==> src/rtl/lever_seq_pkg.sv <==
// Package: shared state encoding of the lever-press detector.
// Assumes a two-bit state; the codes are visible at the top ports.
package lever_seq_pkg;

    localparam int STATE_W = 2;

    typedef enum logic [STATE_W-1:0] {
        ST_START  = 2'b00,
        ST_ONE_G  = 2'b01,
        ST_TWO_G  = 2'b10,
        ST_REWARD = 2'b11
    } seq_state_e;

endpackage

==> src/rtl/lever_seq_next.sv <==
// Module: next-state logic of the detector.
// Purely combinational. Assumes press_grn is meaningful only while
// press_vld is high; without a valid press the state is returned unchanged.
module lever_seq_next
    import lever_seq_pkg::*;
(
    input  seq_state_e cur_state,
    input  logic       press_vld,
    input  logic       press_grn,
    output seq_state_e nxt_state
);

    // Pick the successor state from the transition table.
    always_comb begin
        nxt_state = cur_state;
        if (press_vld) begin
            unique case (cur_state)
                ST_START:  nxt_state = press_grn ? ST_ONE_G : ST_START;
                ST_ONE_G:  nxt_state = press_grn ? ST_TWO_G : ST_START;
                ST_TWO_G:  nxt_state = press_grn ? ST_TWO_G : ST_REWARD;
                ST_REWARD: nxt_state = press_grn ? ST_ONE_G : ST_START;
                default:   nxt_state = ST_START;
            endcase
        end
    end

endmodule

==> src/rtl/lever_seq_decode.sv <==
// Module: Moore output decode of the detector.
// Combinational; depends on the stored state only, never on the inputs.
module lever_seq_decode
    import lever_seq_pkg::*;
(
    input  seq_state_e               cur_state,
    output logic                     reward,
    output logic [STATE_W-1:0]       state_code
);

    // Derive the reward flag and the observable state code.
    always_comb begin
        reward     = (cur_state == ST_REWARD);
        state_code = cur_state;
    end

endmodule

==> src/rtl/lever_seq_detect.sv <==
// Module: top of the lever-press sequence detector.
// Holds the state register and wires next-state and output logic.
// Assumes one press per valid cycle and a synchronous active-low reset.
module lever_seq_detect
    import lever_seq_pkg::*;
(
    input  logic               clk,
    input  logic               rst_n,
    input  logic               press_vld,
    input  logic               press_grn,
    output logic               reward,
    output logic [STATE_W-1:0] state_obs
);

    seq_state_e state_q;
    seq_state_e state_d;

    lever_seq_next u_next (
        .cur_state (state_q),
        .press_vld (press_vld),
        .press_grn (press_grn),
        .nxt_state (state_d)
    );

    // State register with synchronous reset to the start state.
    always_ff @(posedge clk) begin
        if (!rst_n) state_q <= ST_START;
        else        state_q <= state_d;
    end

    lever_seq_decode u_dec (
        .cur_state  (state_q),
        .reward     (reward),
        .state_code (state_obs)
    );

endmodule

==> config.mk <==
export PLATFORM = sky130hd
export DESIGN_NAME = lever_seq_detect
export DESIGN_NICKNAME = d
export VERILOG_FILES = /design/src/rtl/lever_seq_pkg.sv /design/src/rtl/lever_seq_next.sv /design/src/rtl/lever_seq_decode.sv /design/src/rtl/lever_seq_detect.sv
export SDC_FILE = /design/constraint.sdc
export NUM_CORES = 1
export LEC_CHECK = 0
export BUFFER_PORTS_ARGS = -buffer_cell sky130_fd_sc_hd__buf_2
export CAP_MARGIN = 15
export CELL_PAD_IN_SITES_DETAIL_PLACEMENT = 0
export CELL_PAD_IN_SITES_GLOBAL_PLACEMENT = 2
export CORE_AREA = 2 2 39 41
export DETAILED_ROUTE_END_ITERATION = 10
export DIE_AREA = 0 0 41 43
export PLACE_DENSITY_LB_ADDON = 0.1
export SKIP_LAST_GASP = 1
export SLEW_MARGIN = 20
export SYNTH_ARGS = -nofsm -noshare
export SYNTH_HDL_FRONTEND = slang
export SYNTH_SLANG_ARGS = --single-unit
==> constraint.sdc <==
create_clock -name clk -period 1.1 [get_ports clk]
set_input_delay 0.055 -clock clk [delete_from_list [all_inputs] [get_ports clk]]
set_output_delay 0.055 -clock clk [all_outputs]
set_load 0.05 [all_outputs]
==> metrics.cfg, run 1 <==
[status]
outcome=complete, no violations

[setup_path]
crit_type=reg -> out
endpoint_kind=output port
path_buf_inv=1
cp_slowest_cell=dfxtp_4
cp.required_ns=1.04
worstSetupStartpointType=register
rr_startpoint=state_q[0]
worst-path-stages=2
crit_family=flip-flops
r2r-end=state_q[0]
cp-startpoint=state_q[0]
reg2reg_slack_ns=0.10
crit_chain=ha_1, buf_2
crit_end=reward
critPathArrivalTime_ns=0.97
reg2regPathDepth=4
critPathMaxFanout=5
slowest_delay_ns=0.35

[power_and_ir_drop]
comb_power_share=0.184
seqPwrFrac=0.261
p_clk_frac=0.555
p_int_mw=0.2347
total_power_mw=0.3301
p_per_area_nw_per_um2=1599
p_leak_nw=0.1024
vdd.ir_drop.worst_mv=0.4527
p_sw_mw=0.09544
switching_share=0.2891

[sta]
maxSlewHeadroom=0.8352
hold_slack_ns=0.02629
fin_crit_sh=0.9359
finalSetupViolCount=0
tightest_slew_ns=0.2489
grt_setup_unrepaired=false
clock_skew_ns=0.01038
fmax_mhz=971.4
hold_violations=0
fin_crit_ns=1.029
slew_violations=0
tns_ns=0

[yosys]
ys_seq_area_frac=0.3200
ys_seq_elements=2
synth_fp_nets=20
yosysUniqueCellTypes=6
synthCells=13
ys_warn_count=0
netlist_area_um2=125.1
synth_area_per_cell_um2=9.625

[cells_and_area]
antenna_cells=0
final_common_cell=buf_2
fin_area_um2=206.4
top_register=state_q
reg.largest.list=state_q: 2 flops
drive_above_1_share=0.4783
largest_reg_flops=2
layout_common_cells=6 x buf_2, 3 x ha_1, 3 x clkbuf_4
nets=31
syn_to_final_growth_pct=65.00

[clock_network]
cts_inserted_buffers=3
holdBufCountCts=0
post_cts_resized=0
cts_setup_buffers=0
clock_path_buffers=2
cts_max_level=1
root_buffer=clkbuf_4
clock_latency_ns=0.23
cts_num_sinks=2
cts_tree=done
clk_pin_slew_ns=0.04

[global_routing]
grt_usage=0.04200
grt_pass1_vias=105
grt_max_degree=6
antenna_found_initial=0
grtUsageMet2=0.04375
grt_use_met1=0.04127
grtUsageMet3=0.01571
grt_pass1_wl_um=407
grt-ovfl-total=0
top_usage_layer=met4

[route]
route.detailed.drc=0
vias=124
firstDrtPassIters=1
vias_per_cell=3.179
routed_wl_um=291
ant_nets=0
wl_per_cell_um=7.462
drt_iter0_markers=0

[floorplan]
num_rows=14
dieArea_um2=1763
die_height_um=43
start_util=0.09042
die_w_um=41
core_um2=1384
ios=7

[flow_run]
cap_violations=0

[hold_path]
holdPathStages=2
hold_path_class=in -> reg

[placed_design]
io_buffers=6
gp_congestion=0.5471
postPlaceCellArea_um2=180.2

layout make-up:
| cell class | count | area [um2] |
|---|---|---|
| timing repair buffer | 6 | 30.03 |
| multi-input combinational | 9 | 77.57 |
| clock buffer | 4 | 26.28 |
| inverter | 2 | 7.507 |
| fill | 162 | 1177 |
| sequential | 2 | 45.04 |
| tap | 16 | 20.02 |
cell families (layout without fill, tap and decap cells):
group / Yosys count / count (layout) / share of synthesized area
AO/OA/AOI/OAI: 4 / 4 / 0.1600
adder cells (fa/ha/maj): 3 / 3 / 0.3000
multiplexers: 2 / 2 / 0.1600
flip-flops: 2 / 2 / 0.3200
buffers and inverters: 2 / 12 / 0.06002
synth_stat cells:
| cell type | instances | area share |
|---|---|---|
| a21oi_1 | 2 | 0.080 |
| ha_1 | 3 | 0.30 |
| inv_1 | 2 | 0.060 |
| dfxtp_1 | 2 | 0.32 |
| mux2i_1 | 2 | 0.16 |
| o21ai_0 | 2 | 0.080 |
power groups by stage:
| stage | Clock (mW) | Sequential (mW) | Combinational (mW) |
|---|---|---|---|
| floorplan | 0 | 0.106 | 0.0241 |
| global placement | 0 | 0.0884 | 0.0610 |
| detailed placement | 0 | 0.0879 | 0.0612 |
| CTS | 0.197 | 0.0868 | 0.0612 |
| global route | 0.200 | 0.0877 | 0.0672 |
| finish | 0.183 | 0.0863 | 0.0607 |
layer usage:
metal  vias to the layer above  share of wire
li1                         63              -
met1                        55           0.44
met2                         6           0.45
met3                         0           0.10
met4                         0              0
met5                         -              0
through the flow:
step | util | worst slack, ns | instances
2_1_floorplan | - | 0.01419 | 13
3_3_place_gp | 0.1302 | 0.06603 | 35
3_5_place_dp | 0.1302 | 0.09671 | 35
4_1_cts | 0.1492 | 0.04950 | 39
5_1_grt | 0.1492 | 0.02511 | 39
6_report | 0.1492 | 0.07051 | 39
worst min path at each step:
stage / start / endpoint
after floorplan: press_vld / state_q[0]
after global placement: press_vld / state_q[0]
after global routing: press_vld / state_q[0]
after CTS: press_vld / state_q[0]
after detailed placement: press_vld / state_q[0]
final: press_vld / state_q[0]
Note: power is estimated with default switching activity, not from simulation.
==> run 2, diff against run 1 <==
Settings changed: BUFFER_PORTS_ARGS -buffer_cell sky130_fd_sc_hd__buf_2 to default, DONT_BUFFER_PORTS from default to 1.
==> metrics.cfg, run 2 (synthesis gave the netlist of run 1 again) <==
[status]
outcome=complete, no violations

[power_and_ir_drop]
switching_share=0.2800  ; -0.009132
seqPwrFrac=0.255  ; -0.006
p_sw_mw=0.09745  ; +2.1%
total_power_mw=0.3481  ; +5.4%
vdd.ir_drop.worst_mv=0.3498  ; -23%
p_int_mw=0.2506  ; +6.8%
p_leak_nw=0.1041  ; +1.6%
p_clk_frac=0.525  ; -0.030
comb_power_share=0.219  ; +0.035
p_per_area_nw_per_um2=1357  ; -15%

[floorplan]
num_rows=14  ; unchanged
start_util=0.09042  ; unchanged
die_w_um=41  ; unchanged
dieArea_um2=1763  ; unchanged
ios=7  ; unchanged
core_um2=1384  ; unchanged
die_height_um=43  ; unchanged

[global_routing]
grt_pass1_wl_um=496  ; +22%
grt_max_degree=6  ; unchanged
grt-ovfl-total=0  ; unchanged
antenna_found_initial=0  ; unchanged
grt_pass1_vias=136  ; +30%
grt_usage=0.04800  ; +0.006000

[clock_network]
clock_path_buffers=2  ; unchanged
clock_latency_ns=0.23  ; about the same
cts_inserted_buffers=3  ; unchanged
cts_max_level=1  ; unchanged
clk_pin_slew_ns=0.04  ; about the same
cts_num_sinks=2  ; unchanged
root_buffer=clkbuf_4
cts_tree=done

[placed_design]
gp_congestion=0.5361  ; -2.0%
io_buffers=0  ; -6
postPlaceCellArea_um2=185.2  ; +2.8%
place_inst=32  ; -8.6%
dp_hpwl_um=217.5
post-place-ws_ns=0.1207  ; +0.02400 ns

[cells_and_area]
final_common_cell=clkbuf_4
final_cells=38  ; -2.6%
largest_reg_flops=2  ; unchanged
drive_above_1_share=0.4091  ; -0.06917
top_register=state_q
reg.largest.list=state_q: 2 flops
fin_area_um2=256.5  ; +24%
final_util=0.1854  ; +0.03617
syn_to_final_growth_pct=105.0
antenna_cells=0  ; unchanged
nets=30  ; -3.2%

[route]
drt_iter0_markers=4  ; +4
wl_per_cell_um=7.763  ; +4.0%
firstDrtPassIters=2  ; +1
route.detailed.drc=0  ; unchanged
ant_nets=0  ; unchanged
vias=118  ; -4.8%
vias_per_cell=3.105  ; -2.3%
routed_wl_um=295  ; +1.4%

[sta]
slew_violations=0  ; unchanged
grt_setup_unrepaired=true
fin_crit_sh=0.9843  ; +0.04845
fin_crit_ns=1.083  ; +0.05329 ns
hold_violations=0  ; unchanged
fmax_mhz=923.6  ; -4.9%
finalSetupViolCount=0  ; unchanged
timing.final.ws_setup_ns=0.01722  ; -0.05329 ns
maxSlewHeadroom=0.9153  ; +0.08009
tightest_slew_ns=0.1235  ; -0.1254 ns
clock_skew_ns=0.01082  ; +0.0004494 ns

[setup_path]
critPathArrivalTime_ns=1.03  ; +0.06 ns
endpoint_kind=output port
critPathMaxFanout=4  ; -1
cp-startpoint=state_q[0]
crit_type=reg -> out
worstSetupStartpointType=register
rr_startpoint=state_q[0]
cp.required_ns=1.04  ; about the same

[hold_path]
hold_path_class=in -> reg
hold_start=press_vld

[flow_run]
cap_violations=0  ; unchanged

## run 2: path summary, 6_finish.rpt
path                      to  slack (ns)  cells past startpoint
setup reg to reg  state_q[0]        0.10                      4
hold / removal    state_q[0]        0.02                      2
setup / recovery      reward        0.02                      3
hold reg to reg   state_q[0]        0.58                      2
## run 2: layer usage
metal / global-route usage / wire length, um / vias to the layer above
li1: - / - / 63
met1: 0.05079 / 121 / 49
met2: 0.05000 / 127 / 6
met3: 0.02094 / 46 / 0
met4: 0.08000 / 0 / 0
met5: 0 / 0 / -
## run 2: area by class of cell
cell class / instances / area (um2)
fillers: 157 / 1127
multi-input cells: 9 / 90.09
repair buffers: 5 / 67.56
flip-flops and latches: 2 / 45.04
clock buffers: 4 / 26.28
well taps: 16 / 20.02
inverters: 2 / 7.507
## run 2: metrics by stage
| stage | hold WS [ns] | setup TNS [ns] |
|---|---|---|
| after floorplan | 0.1343 | 0 |
| after detailed placement | 0.1492 | 0 |
| after global placement | 0.1445 | 0 |
| after CTS | 0.02179 | 0 |
| final | 0.02111 | 0 |
| after global routing | 0.02906 | -0.007625 |
## run 2: worst max-delay path, cell delays in order (launching register included)
cell and delay, ns:
dfxtp_4 0.35, buf_12 0.15, ha_4 0.16, buf_12 0.14
## run 2: repair_timing
action | 4_1_cts | 5_1_grt
buffers inserted | 0 | 0
hold buffers | 2 | 0
pin swaps | 0 | 1
setup endpoints to repair | 1 | 1
gates resized for setup | 5 | 0
hold endpoints to repair | 2 | 0
## run 2: power by group through the flow
stage	logic, mW	clock network [mW]	registers (mW)
2_1_floorplan	0.0241	0	0.106
3_3_place_gp	0.0643	0	0.0872
3_5_place_dp	0.0616	0	0.0872
4_1_cts	0.0776	0.197	0.0891
5_1_grt	0.0834	0.196	0.0904
6_report	0.0764	0.183	0.0889
==> run 3, diff against run 2 <==
Settings changed: REMOVE_ABC_BUFFERS from default to 1.
==> metrics.cfg, run 3 (synthesis gave the netlist of run 1 again) <==
[status]
outcome=complete, no violations

[setup_path]
critPathArrivalTime_ns=1.01  ; -0.02 ns
crit_type=reg -> out
reg2regPathDepth=4  ; unchanged
rr_startpoint=state_q[0]
crit_top_cell=buf_12
endpoint_kind=output port
reg2reg_slack_ns=0.09  ; about the same
cp_slowest_cell=dfxtp_4
worst-path-stages=3  ; unchanged
path_buf_inv=2  ; unchanged
worstSetupStartpointType=register
critPathMaxFanout=4  ; unchanged
r2r-end=state_q[0]
slowest_delay_ns=0.35  ; about the same
crit_chain=buf_12, ha_4, buf_12
crit_family=flip-flops
cp.required_ns=1.04  ; about the same

[cells_and_area]
final_common_cell=clkbuf_4
multiInputGateArea_um2=90.09  ; unchanged
nets=31  ; +3.3%
top_register=state_q
reg.largest.list=state_q: 2 flops
fillers=151  ; -3.8%
syn_to_final_growth_pct=108.0
antenna_cells=0  ; unchanged
final-seq-area_um2=45.04  ; unchanged
drive_above_1_share=0.4545  ; +0.04545
largest_reg_flops=2  ; unchanged

[clock_network]
cts_num_sinks=2  ; unchanged
root_buffer=clkbuf_4
clock_latency_ns=0.22  ; about the same
cts_inserted_buffers=3  ; unchanged
clk_pin_slew_ns=0.03  ; about the same
cts_max_level=1  ; unchanged
cts_tree=done
clock_path_buffers=2  ; unchanged

[floorplan]
core_um2=1384  ; unchanged
dieArea_um2=1763  ; unchanged
start_util=0.09042  ; unchanged
num_rows=14  ; unchanged
ios=7  ; unchanged
die_height_um=43  ; unchanged
die_w_um=41  ; unchanged

[route]
firstDrtPassIters=1  ; -1
ant_nets=0  ; unchanged
route.detailed.drc=0  ; unchanged
wl_per_cell_um=8.289  ; +6.8%
vias_per_cell=3.342  ; +7.6%
drt_iter0_markers=0  ; -4
routed_wl_um=315  ; +6.8%
vias=127  ; +7.6%

[hold_path]
hold_start=press_vld
hold_path_class=in -> reg
whs_endpoint=state_q[1]
holdPathStages=2  ; unchanged

[power_and_ir_drop]
p_per_area_nw_per_um2=1257  ; -7.4%
p_sw_mw=0.08850  ; -9.2%
comb_power_share=0.255  ; +0.036
switching_share=0.2705  ; -0.009501
p_leak_nw=0.1081  ; +3.9%
seqPwrFrac=0.262  ; +0.007
p_int_mw=0.2387  ; -4.8%
total_power_mw=0.3272  ; -6.0%
p_clk_frac=0.483  ; -0.042
vdd.ir_drop.worst_mv=0.4851  ; +39%

[sta]
fin_crit_sh=0.9702  ; -0.01413
fmax_mhz=937.0  ; +1.5%
tightest_slew_ns=0.1414  ; +0.01787 ns
clock_skew_ns=0.00003243  ; -0.01079 ns
fin_crit_ns=1.067  ; -0.01554 ns
hold_violations=0  ; unchanged
slew_violations=0  ; unchanged
hold_slack_ns=0.03408  ; +0.01297 ns
maxSlewHeadroom=0.9031  ; -0.01226
grt_setup_unrepaired=true
finalSetupViolCount=0  ; unchanged

[global_routing]
grt_pass1_vias=165  ; +21%
grt-ovfl-total=0  ; unchanged
grt_usage=0.05900  ; +0.01100
grt_pass1_wl_um=593  ; +20%
grt_max_degree=5  ; -1
antenna_found_initial=0  ; unchanged

[placed_design]
gp_congestion=0.5398  ; +0.69%
io_buffers=0  ; unchanged

[flow_run]
cap_violations=0  ; unchanged

run 3: cell count changes in the layout (fill, tap and decap cells not counted):
| cell | previous run | this run |
|---|---|---|
| clkbuf_1 | 1 | 0 |
| buf_4 | 1 | 2 |
run 3: worst reg2reg max path, cell delays in order, from the launching register on:
cell and delay [ns]:
dfxtp_4 0.36, inv_1 0.05, ha_1 0.28, mux2i_1 0.13, a21oi_1 0.08
run 3: layout make-up:
type,count,area share
multi-input combinational,9,0.3462
inverter,2,0.02885
sequential,2,0.1731
tap,16,0.07692
clock buffer,3,0.08654
timing repair buffer,6,0.2885
run 3: repair_timing:
item,CTS,global route
endpoints found under the hold margin,2,0
setup buffers,0,0
endpoints found under the setup margin,1,1
hold buffers,2,0
gates resized for setup,5,3
pin swaps,0,1
run 3: power by group through the flow:
stage | logic, mW | registers, mW | clock network (mW)
2_1_floorplan | 0.0242 | 0.105 | 0
3_3_place_gp | 0.0693 | 0.0852 | 0
3_5_place_dp | 0.0674 | 0.0850 | 0
4_1_cts | 0.0819 | 0.0859 | 0.169
5_1_grt | 0.0916 | 0.0874 | 0.184
6_report | 0.0835 | 0.0858 | 0.158
run 3: worst max path at each step:
| stage | startpoint | endpoint | slack (ns) |
|---|---|---|---|
| final | state_q[0] | reward | 0.03 |
| after CTS | state_q[0] | reward | 0.02 |
| after floorplan | state_q[0] | state_q[0] | -0.25 |
| after global routing | state_q[0] | reward | -0.006 |
| after global placement | state_q[0] | state_q[0] | 0.05 |
| after detailed placement | state_q[0] | state_q[0] | 0.07 |
run 3: through the flow:
| step | cells | util | TNS (ns) | area (um2) | setup WS [ns] |
|---|---|---|---|---|---|
| 5_1_grt | 38 | 0.1881 | -0.006142 | 260.3 | -0.006142 |
| 3_5_place_dp | 33 | 0.1356 | 0 | 187.7 | 0.06874 |
| 4_1_cts | 38 | 0.1817 | 0 | 251.5 | 0.01981 |
| 3_3_place_gp | 33 | 0.1356 | 0 | 187.7 | 0.04702 |
| 6_report | 38 | 0.1881 | 0 | 260.3 | 0.03276 |
| 2_1_floorplan | 13 | - | -0.5959 | 125.1 | -0.2504 |
run 3: per-layer routing:
layer	track usage	wire length, um	part of all wire
met1	0.04444	116	0.37
met2	0.06875	153	0.49
met3	0.05759	45	0.14
met4	0.08000	0	0
met5	0	0	0
